File: config.mk
export PLATFORM = sky130hd
export DESIGN_NAME = rtc3w_master
export DESIGN_NICKNAME = d
export VERILOG_FILES = /design/src/rtl/rtc3w_pkg.sv /design/src/rtl/rtc3w_tick.sv /design/src/rtl/rtc3w_frame.sv /design/src/rtl/rtc3w_rx.sv /design/src/rtl/rtc3w_master.sv
export SDC_FILE = /design/constraint.sdc
export NUM_CORES = 1
export LEC_CHECK = 0
export BUFFER_PORTS_ARGS = -buffer_cell sky130_fd_sc_hd__buf_2
export CAP_MARGIN = 20
export CORE_MARGIN = 2
export CORE_UTILIZATION = 40
export CTS_CLUSTER_SIZE = 40
export DETAILED_ROUTE_END_ITERATION = 8
export GPL_ROUTABILITY_DRIVEN = 0
export HOLD_SLACK_MARGIN = 0.05
export PLACE_DENSITY_LB_ADDON = 0.15
export SETUP_SLACK_MARGIN = 0.4
export SLEW_MARGIN = 20
export SYNTH_ARGS = -nofsm -noshare
export SYNTH_HDL_FRONTEND = slang
export SYNTH_SLANG_ARGS = --single-unit
File: constraint.sdc
create_clock -name clk -period 2.7 [get_ports clk]
set_clock_uncertainty 0.2 [all_clocks]
set_input_delay 0.81 -clock clk [delete_from_list [all_inputs] [get_ports clk]]
set_output_delay 0.81 -clock clk [all_outputs]
set_load 0.01 [all_outputs]
File: src/rtl/rtc3w_pkg.sv
package rtc3w_pkg;

    typedef enum logic [2:0] {
        PH_IDLE,
        PH_ARM,
        PH_OPEN,
        PH_LOW,
        PH_HIGH,
        PH_TAIL,
        PH_CLOSE
    } phase_e;

    typedef struct packed {
        logic       wr;
        logic [4:0] idx;
        logic [7:0] data;
    } req_t;

    localparam logic [7:0] PROT_CMD   = 8'h8E;
    localparam logic [7:0] PROT_OFF   = 8'h00;
    localparam logic [7:0] PROT_ON    = 8'h80;

    // bit7 fixed 1, bit6 0, index in bits 5..1, bit0 = read
    function automatic logic [7:0] cmd_byte(input logic rd, input logic [4:0] idx);
        return {1'b1, 1'b0, idx, rd};
    endfunction

    // frame word = {data, command}; shifted out from bit 0 upward
    function automatic logic [15:0] frame_word(input req_t r, input logic [1:0] seg);
        logic [15:0] f;
        if (!r.wr)
            f = {8'h00, cmd_byte(1'b1, r.idx)};
        else if (seg == 2'd0)
            f = {PROT_OFF, PROT_CMD};
        else if (seg == 2'd1)
            f = {r.data, cmd_byte(1'b0, r.idx)};
        else
            f = {PROT_ON, PROT_CMD};
        return f;
    endfunction

endpackage

File: src/rtl/rtc3w_tick.sv
module rtc3w_tick #(
    parameter int DIV = 100
) (
    input  logic clk,
    input  logic rst,
    input  logic run,
    output logic tick
);
    localparam int CW = (DIV > 1) ? $clog2(DIV) : 1;

    logic [CW-1:0] cnt;

    assign tick = run && (cnt == CW'(DIV - 1));

    always_ff @(posedge clk) begin
        if (rst || !run || tick)
            cnt <= '0;
        else
            cnt <= cnt + 1'b1;
    end
endmodule

File: src/rtl/rtc3w_frame.sv
module rtc3w_frame
    import rtc3w_pkg::*;
(
    input  req_t        op,
    input  logic [1:0]  seg,
    output logic [15:0] frame
);
    always_comb frame = frame_word(op, seg);
endmodule

File: src/rtl/rtc3w_rx.sv
module rtc3w_rx (
    input  logic       clk,
    input  logic       rst,
    input  logic       sample,
    input  logic       bit_in,
    output logic [7:0] byte_out
);
    always_ff @(posedge clk) begin
        if (rst)
            byte_out <= '0;
        else if (sample)
            byte_out <= {bit_in, byte_out[7:1]};
    end
endmodule

File: src/rtl/rtc3w_master.sv
module rtc3w_master
    import rtc3w_pkg::*;
#(
    parameter int         CLK_MHZ     = 100,
    parameter int         HALF_US     = 1,
    parameter bit         READ_ONLY   = 1'b0,
    parameter logic [4:0] TRICKLE_IDX = 5'd8
) (
    input  logic       clk,
    input  logic       rst,
    input  logic       req_start,
    input  logic       req_write,
    input  logic [4:0] req_index,
    input  logic [7:0] req_wdata,
    output logic       busy,
    output logic       done,
    output logic [7:0] rd_data,
    output logic       ce_o,
    output logic       sclk_o,
    output logic       sdio_o,
    output logic       sdio_oe,
    input  logic       sdio_i
);
    localparam int DIV = CLK_MHZ * HALF_US;

    phase_e      ph;
    req_t        op;
    logic [1:0]  seg;
    logic [3:0]  bitn;
    logic [15:0] tx;
    logic [15:0] frame;
    logic [7:0]  rx_byte;
    logic [7:0]  rd_q;
    logic        done_q;
    logic        tick;
    logic        blocked;
    logic        rx_phase;
    logic [1:0]  last_seg;

    assign blocked  = READ_ONLY && req_write && (req_index != TRICKLE_IDX);
    assign last_seg = op.wr ? 2'd2 : 2'd0;
    assign rx_phase = (ph == PH_LOW || ph == PH_HIGH) && bitn[3] && !op.wr;

    rtc3w_tick #(.DIV(DIV)) u_tick (
        .clk (clk),
        .rst (rst),
        .run (ph != PH_IDLE),
        .tick(tick)
    );

    rtc3w_frame u_frame (
        .op   (op),
        .seg  (seg),
        .frame(frame)
    );

    rtc3w_rx u_rx (
        .clk     (clk),
        .rst     (rst),
        .sample  (tick && ph == PH_LOW && rx_phase),
        .bit_in  (sdio_i),
        .byte_out(rx_byte)
    );

    always_ff @(posedge clk) begin
        if (rst) begin
            ph     <= PH_IDLE;
            op     <= '0;
            seg    <= '0;
            bitn   <= '0;
            tx     <= '0;
            rd_q   <= '0;
            done_q <= 1'b0;
        end else begin
            done_q <= 1'b0;
            case (ph)
                PH_IDLE: if (req_start) begin
                    if (blocked) begin
                        done_q <= 1'b1;
                    end else begin
                        op  <= '{wr: req_write, idx: req_index, data: req_wdata};
                        seg <= 2'd0;
                        ph  <= PH_ARM;
                    end
                end
                PH_ARM: if (tick) begin
                    tx   <= frame;
                    bitn <= '0;
                    ph   <= PH_OPEN;
                end
                PH_OPEN: if (tick) ph <= PH_LOW;
                PH_LOW:  if (tick) ph <= PH_HIGH;
                PH_HIGH: if (tick) begin
                    if (bitn == 4'd15) begin
                        ph <= PH_TAIL;
                    end else begin
                        bitn <= bitn + 4'd1;
                        tx   <= {1'b0, tx[15:1]};
                        ph   <= PH_LOW;
                    end
                end
                PH_TAIL: if (tick) ph <= PH_CLOSE;
                PH_CLOSE: if (tick) begin
                    if (seg == last_seg) begin
                        ph     <= PH_IDLE;
                        done_q <= 1'b1;
                        if (!op.wr) rd_q <= rx_byte;
                    end else begin
                        seg <= seg + 2'd1;
                        ph  <= PH_ARM;
                    end
                end
                default: ph <= PH_IDLE;
            endcase
        end
    end

    assign busy    = (ph != PH_IDLE);
    assign done    = done_q;
    assign rd_data = rd_q;
    assign ce_o    = (ph == PH_OPEN) || (ph == PH_LOW) || (ph == PH_HIGH) || (ph == PH_TAIL);
    assign sclk_o  = (ph == PH_HIGH);
    assign sdio_oe = (ph == PH_LOW || ph == PH_HIGH) && (!bitn[3] || op.wr);
    assign sdio_o  = sdio_oe ? tx[0] : 1'b0;

    // ---------------- assertions ----------------
    logic sclk_q;
    int   hp_cnt;

    always_ff @(posedge clk) begin
        if (rst) begin
            sclk_q <= 1'b0;
            hp_cnt <= DIV;
        end else begin
            sclk_q <= sclk_o;
            if (sclk_o != sclk_q) begin
                assert_half_period_R7: assert (hp_cnt >= DIV)
                    else $error("serial clock half-period too short: %0d", hp_cnt);
                hp_cnt <= 1;
            end else if (hp_cnt < DIV) begin
                hp_cnt <= hp_cnt + 1;
            end
        end
    end

    assert_released_idle_R1: assert property (@(posedge clk) disable iff (rst)
        !ce_o |-> !sdio_oe);

    assert_ce_edge_clock_low_R2: assert property (@(posedge clk) disable iff (rst)
        ($rose(ce_o) || $fell(ce_o)) |-> !sclk_o);

    assert_data_stable_high_R3: assert property (@(posedge clk) disable iff (rst)
        (sclk_o && $past(sclk_o)) |-> $stable(sdio_o));

    assert_done_pulse_R8: assert property (@(posedge clk) disable iff (rst)
        done |=> !done);

    assert_busy_after_start_R8: assert property (@(posedge clk) disable iff (rst)
        (req_start && !busy && !blocked) |=> busy);

    assert_blocked_write_R9: assert property (@(posedge clk) disable iff (rst)
        (req_start && !busy && blocked) |=> (done && !busy && !ce_o));

endmodule

==> run metrics, run 1 <==
hold buffers post-CTS=0; Non-Filler Instances=448; die footprint=7560 sq um; Worst Reg-to-Reg Cells=5; dpl hpwl=3890 um; DR WL/cell=13.9 um; Port Buffer Count=31; Synth area leaders=dfxtp_1, a21oi_1, mux2i_1, nand2_1, nor2_1; max-slew violation count=0; global-route wire length before repair=10300 um; grt ovf=0; mean area per synthesized cell=8.69 sq um; Worst-Skew Late Latency=0.34 ns; Max clock buf depth=2; Gate power share=0.055; initial antenna violation count=0; Area Growth Syn to Fin=22.6%; clock-pin slew on the worst setup and hold paths=0.07 ns; fraction of final layout cells with drive strength greater than 1=0.236; TritonCTS clock tree=yes; Post-Place Cells=422; flops & latches, synth=63; crit end category=output port; Worst Max-Slew Pin Slew=0.588 ns; Final min period=2.38 ns; row count=30; Clk pwr share=0.439; launch point of the worst reg-to-reg path=u_tick.cnt[1]; Seq pwr share=0.507; cell area after synthesis=2750 sq um; commonest non-fill, non-tap cell in the layout=dfxtp_1; Syn Inst Count=317; router iterations before antenna repair=4; EDFF count, synth=0; fmax=420 MHz; leak pwr=0.00131 uW; Worst setup SP type=flop; DIE HEIGHT=87.0 um; overall power=1880 uW; Num CTS Buffers=9; syn nets=339; vias in the first global route=2103; Psw=447 uW; Worst Hold Launch=u_tick.cnt[0]; crit-path max cell delay=0.39 ns; final worst-path cycle share=0.882; CORE AREA=6720 sq um; crit-path cells=nor3b_4 -> a21oi_1 -> nor2_1 -> and2_1 -> buf_2; final setup fails=0; ys flop type=dfxtp_1; register area share after synthesis=0.458; pin count of the biggest net entering global routing=32; RSZ-0062 raised after global routing=yes; Min-Delay Path Class=reg2reg; PwrDens=556 nW/um^2; chip width=87.0 um; worst setup path startpoint=ph[2]; Initial Utilization=0.410; WP data arrival=1.37 ns; Nets=385; Post-synth ARST share=0; switching power share of the total=0.238; via count=2375; Clock Sinks=63; DRT iter0 DRCs=202; most frequent cells in the layout=dfxtp_1, a21oi_1, nand2_1; CP max FO=5; VDD IR max=0.265 mV; CTS root buf=clkbuf_8; H-tree Lvls=3; setup_tns=0 ns; Total Routing Usage GR=0.176; Ys Warns=0; cell internal pwr=1430 uW; antenna viol nets, final=0; num ports=32; Final Hold Fails=0; max cap viols=0; top-area cell type share of the netlist area=0.458; worst hold path cell count=1; DRC Markers=0; Antenna diodes=0; required time of the critical path=1.69 ns; Yosys top cell by area=dfxtp_1; worst rel slew slack=0.607; Via density=5.30; WL final=6230 um; status=complete, no violations; WS Path Type=reg2out; Slowest cell on crit path=dfxtp_4; Netlist cell types=47
cells in the mapped netlist (2+ instances only):
cell type and number:
and2_1 2, clkbuf_1 15, mux2i_1 16, a22oi_1 10, nand2b_1 5, a21o_1 2, nor4b_1 2, nor2b_1 3
nor2_1 28, nand4b_1 2, xnor2_1 4, nand3_1 8, a21oi_1 41, dfxtp_1 63, nand4_1 5, xor2_1 2
ha_1 4, nand2_1 32, inv_1 10, a211oi_1 11, a31oi_1 5, and3_1 3, nor3_1 3, or3_1 5
or2_2 2, a211o_1 2, buf_2 4, o21ai_0 9
power by group through the flow:
stage / combinational, uW / clock [uW] / sequential, uW
2_1_floorplan: 65.1 / 0 / 970
3_3_place_gp: 95.5 / 0 / 975
3_5_place_dp: 95.4 / 0 / 975
4_1_cts: 102 / 849 / 950
5_1_grt: 114 / 886 / 953
6_report: 102 / 824 / 951
critical path, delay by kind of cell, from the launching register on:
family                 cells  cell delay [ns]
AND/OR/NAND/NOR            3             0.46
buffers and inverters      1             0.12
AO/OA/AOI/OAI              1             0.06
flip-flops                 1             0.39
path summary, 6_finish.rpt:
check / slack [ns] / end
worst max-delay path: 0.32 / sdio_o
worst min-delay path: 0.24 / u_tick.cnt[0]
worst max register to register: 0.46 / seg[0]
worst min register to register: 0.24 / u_tick.cnt[0]
per-stage QoR:
step           worst slack (ns)  utilization  instance area, sq um  hold WS, ns
5_1_grt                   0.225        0.502                  3380        0.255
4_1_cts                   0.309        0.498                  3340        0.243
3_5_place_dp              0.329        0.451                  3030        0.232
3_3_place_gp              0.362        0.451                  3030        0.224
2_1_floorplan             0.402            -                  2760        0.213
6_report                  0.320        0.502                  3380        0.241
logic make-up after synthesis:
logic type      synth area share
fa+ha+maj                 0.0182
buf+inv                   0.0441
flops                      0.458
simple gates               0.203
mux                       0.0582
xor+xnor                  0.0191
compound gates             0.199
metal layers:
layer | up-vias | track usage | share of wire
li1 | 1223 | - | -
met1 | 1088 | 0.263 | 0.52
met2 | 57 | 0.234 | 0.42
met3 | 7 | 0.0455 | 0.049
met4 | 0 | 0.0767 | 0.015
met5 | - | 0 | 0
flip-flops by register name, summed over array words and instances (netlist names), 2 cells and up:
register,cells
bitn,4
op,14
ph,3
rd_data,8
seg,2
tx,16
u_rx.byte_out,8
u_tick.cnt,7
area by class of cell:
type | instances | area [sq um]
Clock inverter | 5 | 57.6
Multi-Input combinational cell | 224 | 1420
Fill cell | 647 | 3340
Clock buffer | 11 | 141
Tap cell | 80 | 100
Sequential cell | 63 | 1270
Timing Repair Buffer | 55 | 347
Inverter | 10 | 37.5
what timing repair did:
| action | CTS | global route |
|---|---|---|
| cloned | 1 | 0 |
| pin swaps | 1 | 1 |
| resized for setup | 13 | 9 |
| setup buffers | 9 | 0 |
| setup endpoints to repair | 24 | 25 |
Power figures use the tool's default switching activity.
==> inputs of run 2 (changes only) <==
--- a/config.mk
+++ b/config.mk
@@ -7,11 +7,11 @@
 export LEC_CHECK = 0
 export BUFFER_PORTS_ARGS = -buffer_cell sky130_fd_sc_hd__buf_2
 export CAP_MARGIN = 20
-export CORE_MARGIN = 2
 export CORE_UTILIZATION = 40
 export CTS_CLUSTER_SIZE = 40
 export DETAILED_ROUTE_END_ITERATION = 8
 export GPL_ROUTABILITY_DRIVEN = 0
+export GPL_TIMING_DRIVEN = 0
 export HOLD_SLACK_MARGIN = 0.05
 export PLACE_DENSITY_LB_ADDON = 0.15
 export SETUP_SLACK_MARGIN = 0.4
==> run metrics, run 2 (synthesis results as in run 1) <==
Initial Utilization=0.424 (+0.0141); number of fill cells=598 (-7.6%); Num CTS Buffers=9 (unchanged); met3 wire len=247 um (-18%); final worst slack=0.246 ns (-0.0740 ns); hold buffers post-CTS=0 (unchanged); vias in the first global route=2380 (+13%); Final min period=2.45 ns (+0.0740 ns); crit end category=output port; Area Growth Syn to Fin=30.5%; violated checks=DRC; Worst-Skew Late Latency=0.34 ns (about the same); PwrDens=500 nW/um^2 (-10%); Antenna diodes=0 (unchanged); switching power share of the total=0.256 (+0.0182); row count=29 (-3.3%); Nets=402 (+4.4%); Seq pwr share=0.529 (+0.022); met1 wire length=3470 um (+7.4%); H-tree Lvls=3 (unchanged); pre-CTS setup slack=0.0972 ns (-0.232 ns); worst rel slew slack=0.519 (-0.0878); CTS root buf=clkbuf_8; pin count of the biggest net entering global routing=12 (-63%); Worst Max-Slew Pin Slew=0.719 ns (+0.131 ns); chip width=85.0 um (-2.3%); max reg flops=16 (unchanged); R2R Setup Slk=0.38 ns (-0.08 ns); Clock Sinks=63 (unchanged); DR WL/cell=14.7 um (+5.6%); VDD IR max=0.308 mV (+16%); setup_tns=0 ns (unchanged); post-route cell area=3590 sq um (+6.5%); WP data arrival=1.44 ns (+0.07 ns); Worst Hold Launch=op[7]; via count=2453 (+3.3%); Final Hold Fails=0 (unchanged); Hold WS=0.257 ns (+0.0159 ns); leak pwr=0.00138 uW (+5.2%); DRT iter0 DRCs=191 (-5.4%); clock-pin slew on the worst setup and hold paths=0.07 ns (about the same); Worst Reg-to-Reg Cells=8 (+3); Total Routing Usage GR=0.205 (+0.0289); Worst Hold End=op[7]; max-slew violation count=0 (unchanged); Largest Register=tx; fmax=407 MHz (-3.0%); CORE AREA=6490 sq um (-3.3%); cell internal pwr=1340 uW (-6.6%); WL final=6790 um (+8.9%); num ports=32 (unchanged); Critical R2R Capture=tx[14]; launch point of the worst reg-to-reg path=u_tick.cnt[1]; RSZ-0062 raised after global routing=yes; grt ovf=0 (unchanged); Min-Delay Path Class=reg2reg; Gate power share=0.062 (+0.007); fraction of final layout cells with drive strength greater than 1=0.281 (+0.0441); Highest Signal Layer=met4; initial antenna violation count=0 (unchanged); Max clock buf depth=2 (unchanged); Routed met2 length=2970 um (+14%); Worst setup SP type=flop; max cap viols=0 (unchanged); biggest regs=tx x16, op x14; Psw=460 uW (+3.0%); overall power=1800 uW (-4.3%); worst hold path cell count=2 (+1); dpl hpwl=4330 um (+11%); Via density=5.31 (+0.15%); Placed Area=3010 sq um (-0.58%); CP max FO=5 (unchanged); router iterations before antenna repair=6 (+2); final setup fails=0 (unchanged); global-route wire length before repair=11500 um (+11%); required time of the critical path=1.69 ns (about the same); die footprint=7220 sq um (-4.5%); Port Buffer Count=31 (unchanged); DIE HEIGHT=85.0 um (-2.3%); DRC Markers=1 (+1); final worst-path cycle share=0.909 (+0.0274); antenna viol nets, final=0 (unchanged); worst setup path startpoint=ph[1]; most frequent cells in the layout=dfxtp_1, a21oi_1, nand2_1; commonest non-fill, non-tap cell in the layout=dfxtp_1; status=finished with violations; TritonCTS clock tree=yes; Clk pwr share=0.409 (-0.030); WS Path Type=reg2out
==> run 2: cell type report <==
class                      count  area, sq um  share of cell area
sequential                    63         1270               0.354
timing repair buffer          52          353              0.0982
clock inverter                 5         33.8             0.00940
clock buffer                  11          141              0.0393
tap                           77         96.3              0.0268
multi-input combinational    224         1510               0.421
inverter                      10         37.5              0.0104
buffer                        20          149              0.0414
==> run 2: what timing repair did <==
item,CTS,global route
setup endpoints to repair,49,39
cloned,1,0
pin swaps,11,5
buffers inserted,13,7
resized for setup,51,15
==> run 2: worst max path at each step <==
stage | slack [ns] | cells past startpoint | end
6_report | 0.25 | 5 | ce_o
5_1_grt | 0.20 | 5 | sdio_o
4_1_cts | 0.21 | 6 | sdio_o
3_5_place_dp | 0.1 | 3 | sclk_o
3_3_place_gp | 0.11 | 3 | sclk_o
2_1_floorplan | 0.40 | 8 | bitn[2]
==> run 2: per-stage QoR <==
step                      utilization  std cells
after floorplan                     -        317
after global placement          0.463        425
after detailed placement        0.464        425
after CTS                       0.536        455
after global routing            0.553        462
final                           0.553        462
==> run 2: worst max-delay path, cell delays in order, from the launching register on <==
cell and delay, ns:
dfxtp_4 0.37, buf_8 0.13, nor2b_4 0.13, buf_4 0.13
or2_4 0.24, buf_6 0.12
==> run 2: layer usage <==
layer / up-vias / GRT usage
li1: 1257 / -
met1: 1143 / 0.282
met2: 44 / 0.305
met3: 9 / 0.0506
met4: 0 / 0.0878
met5: - / 0
==> run 2: power groups by stage <==
stage	Clock, uW	Combinational [uW]	Sequential [uW]
2_1_floorplan	0	65.1	970
5_1_grt	799	125	951
4_1_cts	752	109	950
6_report	736	111	950
3_3_place_gp	0	100	972
3_5_place_dp	0	101	972
==> inputs of run 3 (changes only) <==
--- a/config.mk
+++ b/config.mk
@@ -6,7 +6,7 @@
 export NUM_CORES = 1
 export LEC_CHECK = 0
 export BUFFER_PORTS_ARGS = -buffer_cell sky130_fd_sc_hd__buf_2
-export CAP_MARGIN = 20
+export CAP_MARGIN = 25
 export CORE_UTILIZATION = 40
 export CTS_CLUSTER_SIZE = 40
 export DETAILED_ROUTE_END_ITERATION = 8
@@ -14,6 +14,7 @@
 export GPL_TIMING_DRIVEN = 0
 export HOLD_SLACK_MARGIN = 0.05
 export PLACE_DENSITY_LB_ADDON = 0.15
+export REMOVE_ABC_BUFFERS = 1
 export SETUP_SLACK_MARGIN = 0.4
 export SLEW_MARGIN = 20
 export SYNTH_ARGS = -nofsm -noshare
==> run metrics, run 3 (synthesis results as in run 1) <==
chip width=85.0 um (unchanged); H-tree Lvls=3 (unchanged); Slowest cell on crit path=dfxtp_4; Nets=376 (-6.5%); Clk pwr share=0.427 (+0.018); required time of the critical path=1.69 ns (about the same); Gate power share=0.051 (-0.011); RSZ-0062 raised after global routing=yes; final worst-path cycle share=0.887 (-0.0217); max-slew violation count=0 (unchanged); max cap viols=0 (unchanged); status=finished with violations; fraction of final layout cells with drive strength greater than 1=0.228 (-0.0521); WS Path Type=reg2out; violated checks=DRC; via count=2365 (-3.6%); pre-CTS setup slack=-0.0732 ns (-0.170 ns); Via density=5.42 (+2.2%); WP data arrival=1.39 ns (-0.05 ns); commonest non-fill, non-tap cell in the layout=dfxtp_1; Initial Utilization=0.424 (unchanged); cell internal pwr=1400 uW (+4.7%); vias in the first global route=2062 (-13%); DIE HEIGHT=85.0 um (unchanged); CP max FO=5 (unchanged); Final min period=2.40 ns (-0.0587 ns); setup_tns=0 ns (unchanged); most frequent cells in the layout=dfxtp_1, a21oi_1, nand2_1; fmax=417 MHz (+2.5%); global-route wire length before repair=10000 um (-13%); Buf/Inv on CP=1 (-2); WL final=6000 um (-12%); Port Buffer Count=31 (unchanged); Total Routing Usage GR=0.177 (-0.0275); leak pwr=0.00128 uW (-7.3%); router iterations before antenna repair=6 (unchanged); crit-path max cell delay=0.39 ns (+0.02 ns); Largest Register=tx; PwrDens=544 nW/um^2 (+8.7%); Worst setup SP type=flop; Final Hold Fails=0 (unchanged); Worst-Skew Late Latency=0.34 ns (about the same); Max clock buf depth=2 (unchanged); Min-Delay Path Class=reg2reg; final worst slack=0.305 ns (+0.0587 ns); Worst Max-Slew Pin Slew=0.821 ns (+0.102 ns); biggest regs=tx x16, op x14; Placed Area=2960 sq um (-1.9%); switching power share of the total=0.235 (-0.0212); VDD IR max=0.356 mV (+16%); Psw=430 uW (-6.6%); Num CTS Buffers=9 (unchanged); dpl hpwl=3650 um (-16%); Area Growth Syn to Fin=22.3%; worst rel slew slack=0.452 (-0.0673); crit end category=output port; clock-pin slew on the worst setup and hold paths=0.07 ns (about the same); Clock Sinks=63 (unchanged); CTS root buf=clkbuf_8; DRT iter0 DRCs=122 (-36%); num ports=32 (unchanged); die footprint=7220 sq um (unchanged); max reg flops=16 (unchanged); grt ovf=0 (unchanged); post-route cell area=3370 sq um (-6.3%); Seq pwr share=0.522 (-0.007); initial antenna violation count=0 (unchanged); crit-path cells=nor3b_4 -> a21oi_1 -> nor2_1 -> and2_1 -> buf_2; pin count of the biggest net entering global routing=60 (+48); DRC Markers=2 (+1); final setup fails=0 (unchanged); DR WL/cell=13.8 um (-6.3%); Antenna diodes=0 (unchanged); overall power=1830 uW (+1.8%); antenna viol nets, final=0 (unchanged); TritonCTS clock tree=yes; row count=29 (unchanged); hold buffers post-CTS=0 (unchanged); CORE AREA=6490 sq um (unchanged); CP delay by family, top=simple AND/OR/NAND/NOR gates
==> run 3: power by group through the flow <==
stage / Clock (uW) / Combinational, uW / Sequential (uW)
3_5_place_dp: 0 / 88.0 / 978
4_1_cts: 812 / 89.4 / 955
3_3_place_gp: 0 / 86.4 / 977
6_report: 782 / 93.4 / 955
5_1_grt: 857 / 104 / 957
2_1_floorplan: 0 / 47.6 / 973
==> run 3: worst paths after layout <==
| check | startpoint | endpoint | slack (ns) | cells past startpoint |
|---|---|---|---|---|
| setup / recovery | ph[2] | sdio_o | 0.30 | 5 |
| hold / removal | u_tick.cnt[0] | u_tick.cnt[0] | 0.22 | 1 |
| setup reg to reg | u_tick.cnt[0] | seg[0] | 0.48 | 5 |
| hold reg to reg | u_tick.cnt[0] | u_tick.cnt[0] | 0.22 | 1 |
==> run 3: final cells by class <==
type | instances | area, sq um
fillers | 645 | 3130
multi-input cells | 225 | 1450
flip-flops and latches | 63 | 1270
repair buffers | 45 | 322
clock buffers | 10 | 128
well taps | 77 | 96.3
clock inverters | 6 | 61.3
inverters | 10 | 37.5
==> run 3: metrics by stage <==
stage,hold slack (ns),utilization,instances
after floorplan,0.213,-,297
after global placement,0.229,0.450,405
after detailed placement,0.237,0.455,406
after CTS,0.220,0.509,431
after global routing,0.230,0.518,436
final,0.217,0.518,436
==> run 3: layer usage <==
| metal | routed length, um | up-vias | track usage |
|---|---|---|---|
| li1 | - | 1215 | - |
| met3 | 297 | 5 | 0.0389 |
| met5 | 0 | - | 0 |
| met2 | 2690 | 48 | 0.260 |
| met4 | 60 | 0 | 0.0894 |
| met1 | 2960 | 1097 | 0.245 |
==> run 3: repair_timing <==
action / CTS / global route
setup buffers: 9 / 3
gates resized for setup: 16 / 4
gates cloned: 0 / 1
setup endpoints to repair: 42 / 13
pin swaps: 4 / 5
==> run 3: worst reg2reg max path, delay by kind of cell, from the launching register on <==
kind | cells | cell delay (ns)
AO/OA/AOI/OAI | 1 | 0.14
adder cells (fa/ha/maj) | 1 | 0.20
flip-flops | 1 | 0.34
AND/OR/NAND/NOR | 3 | 1.27
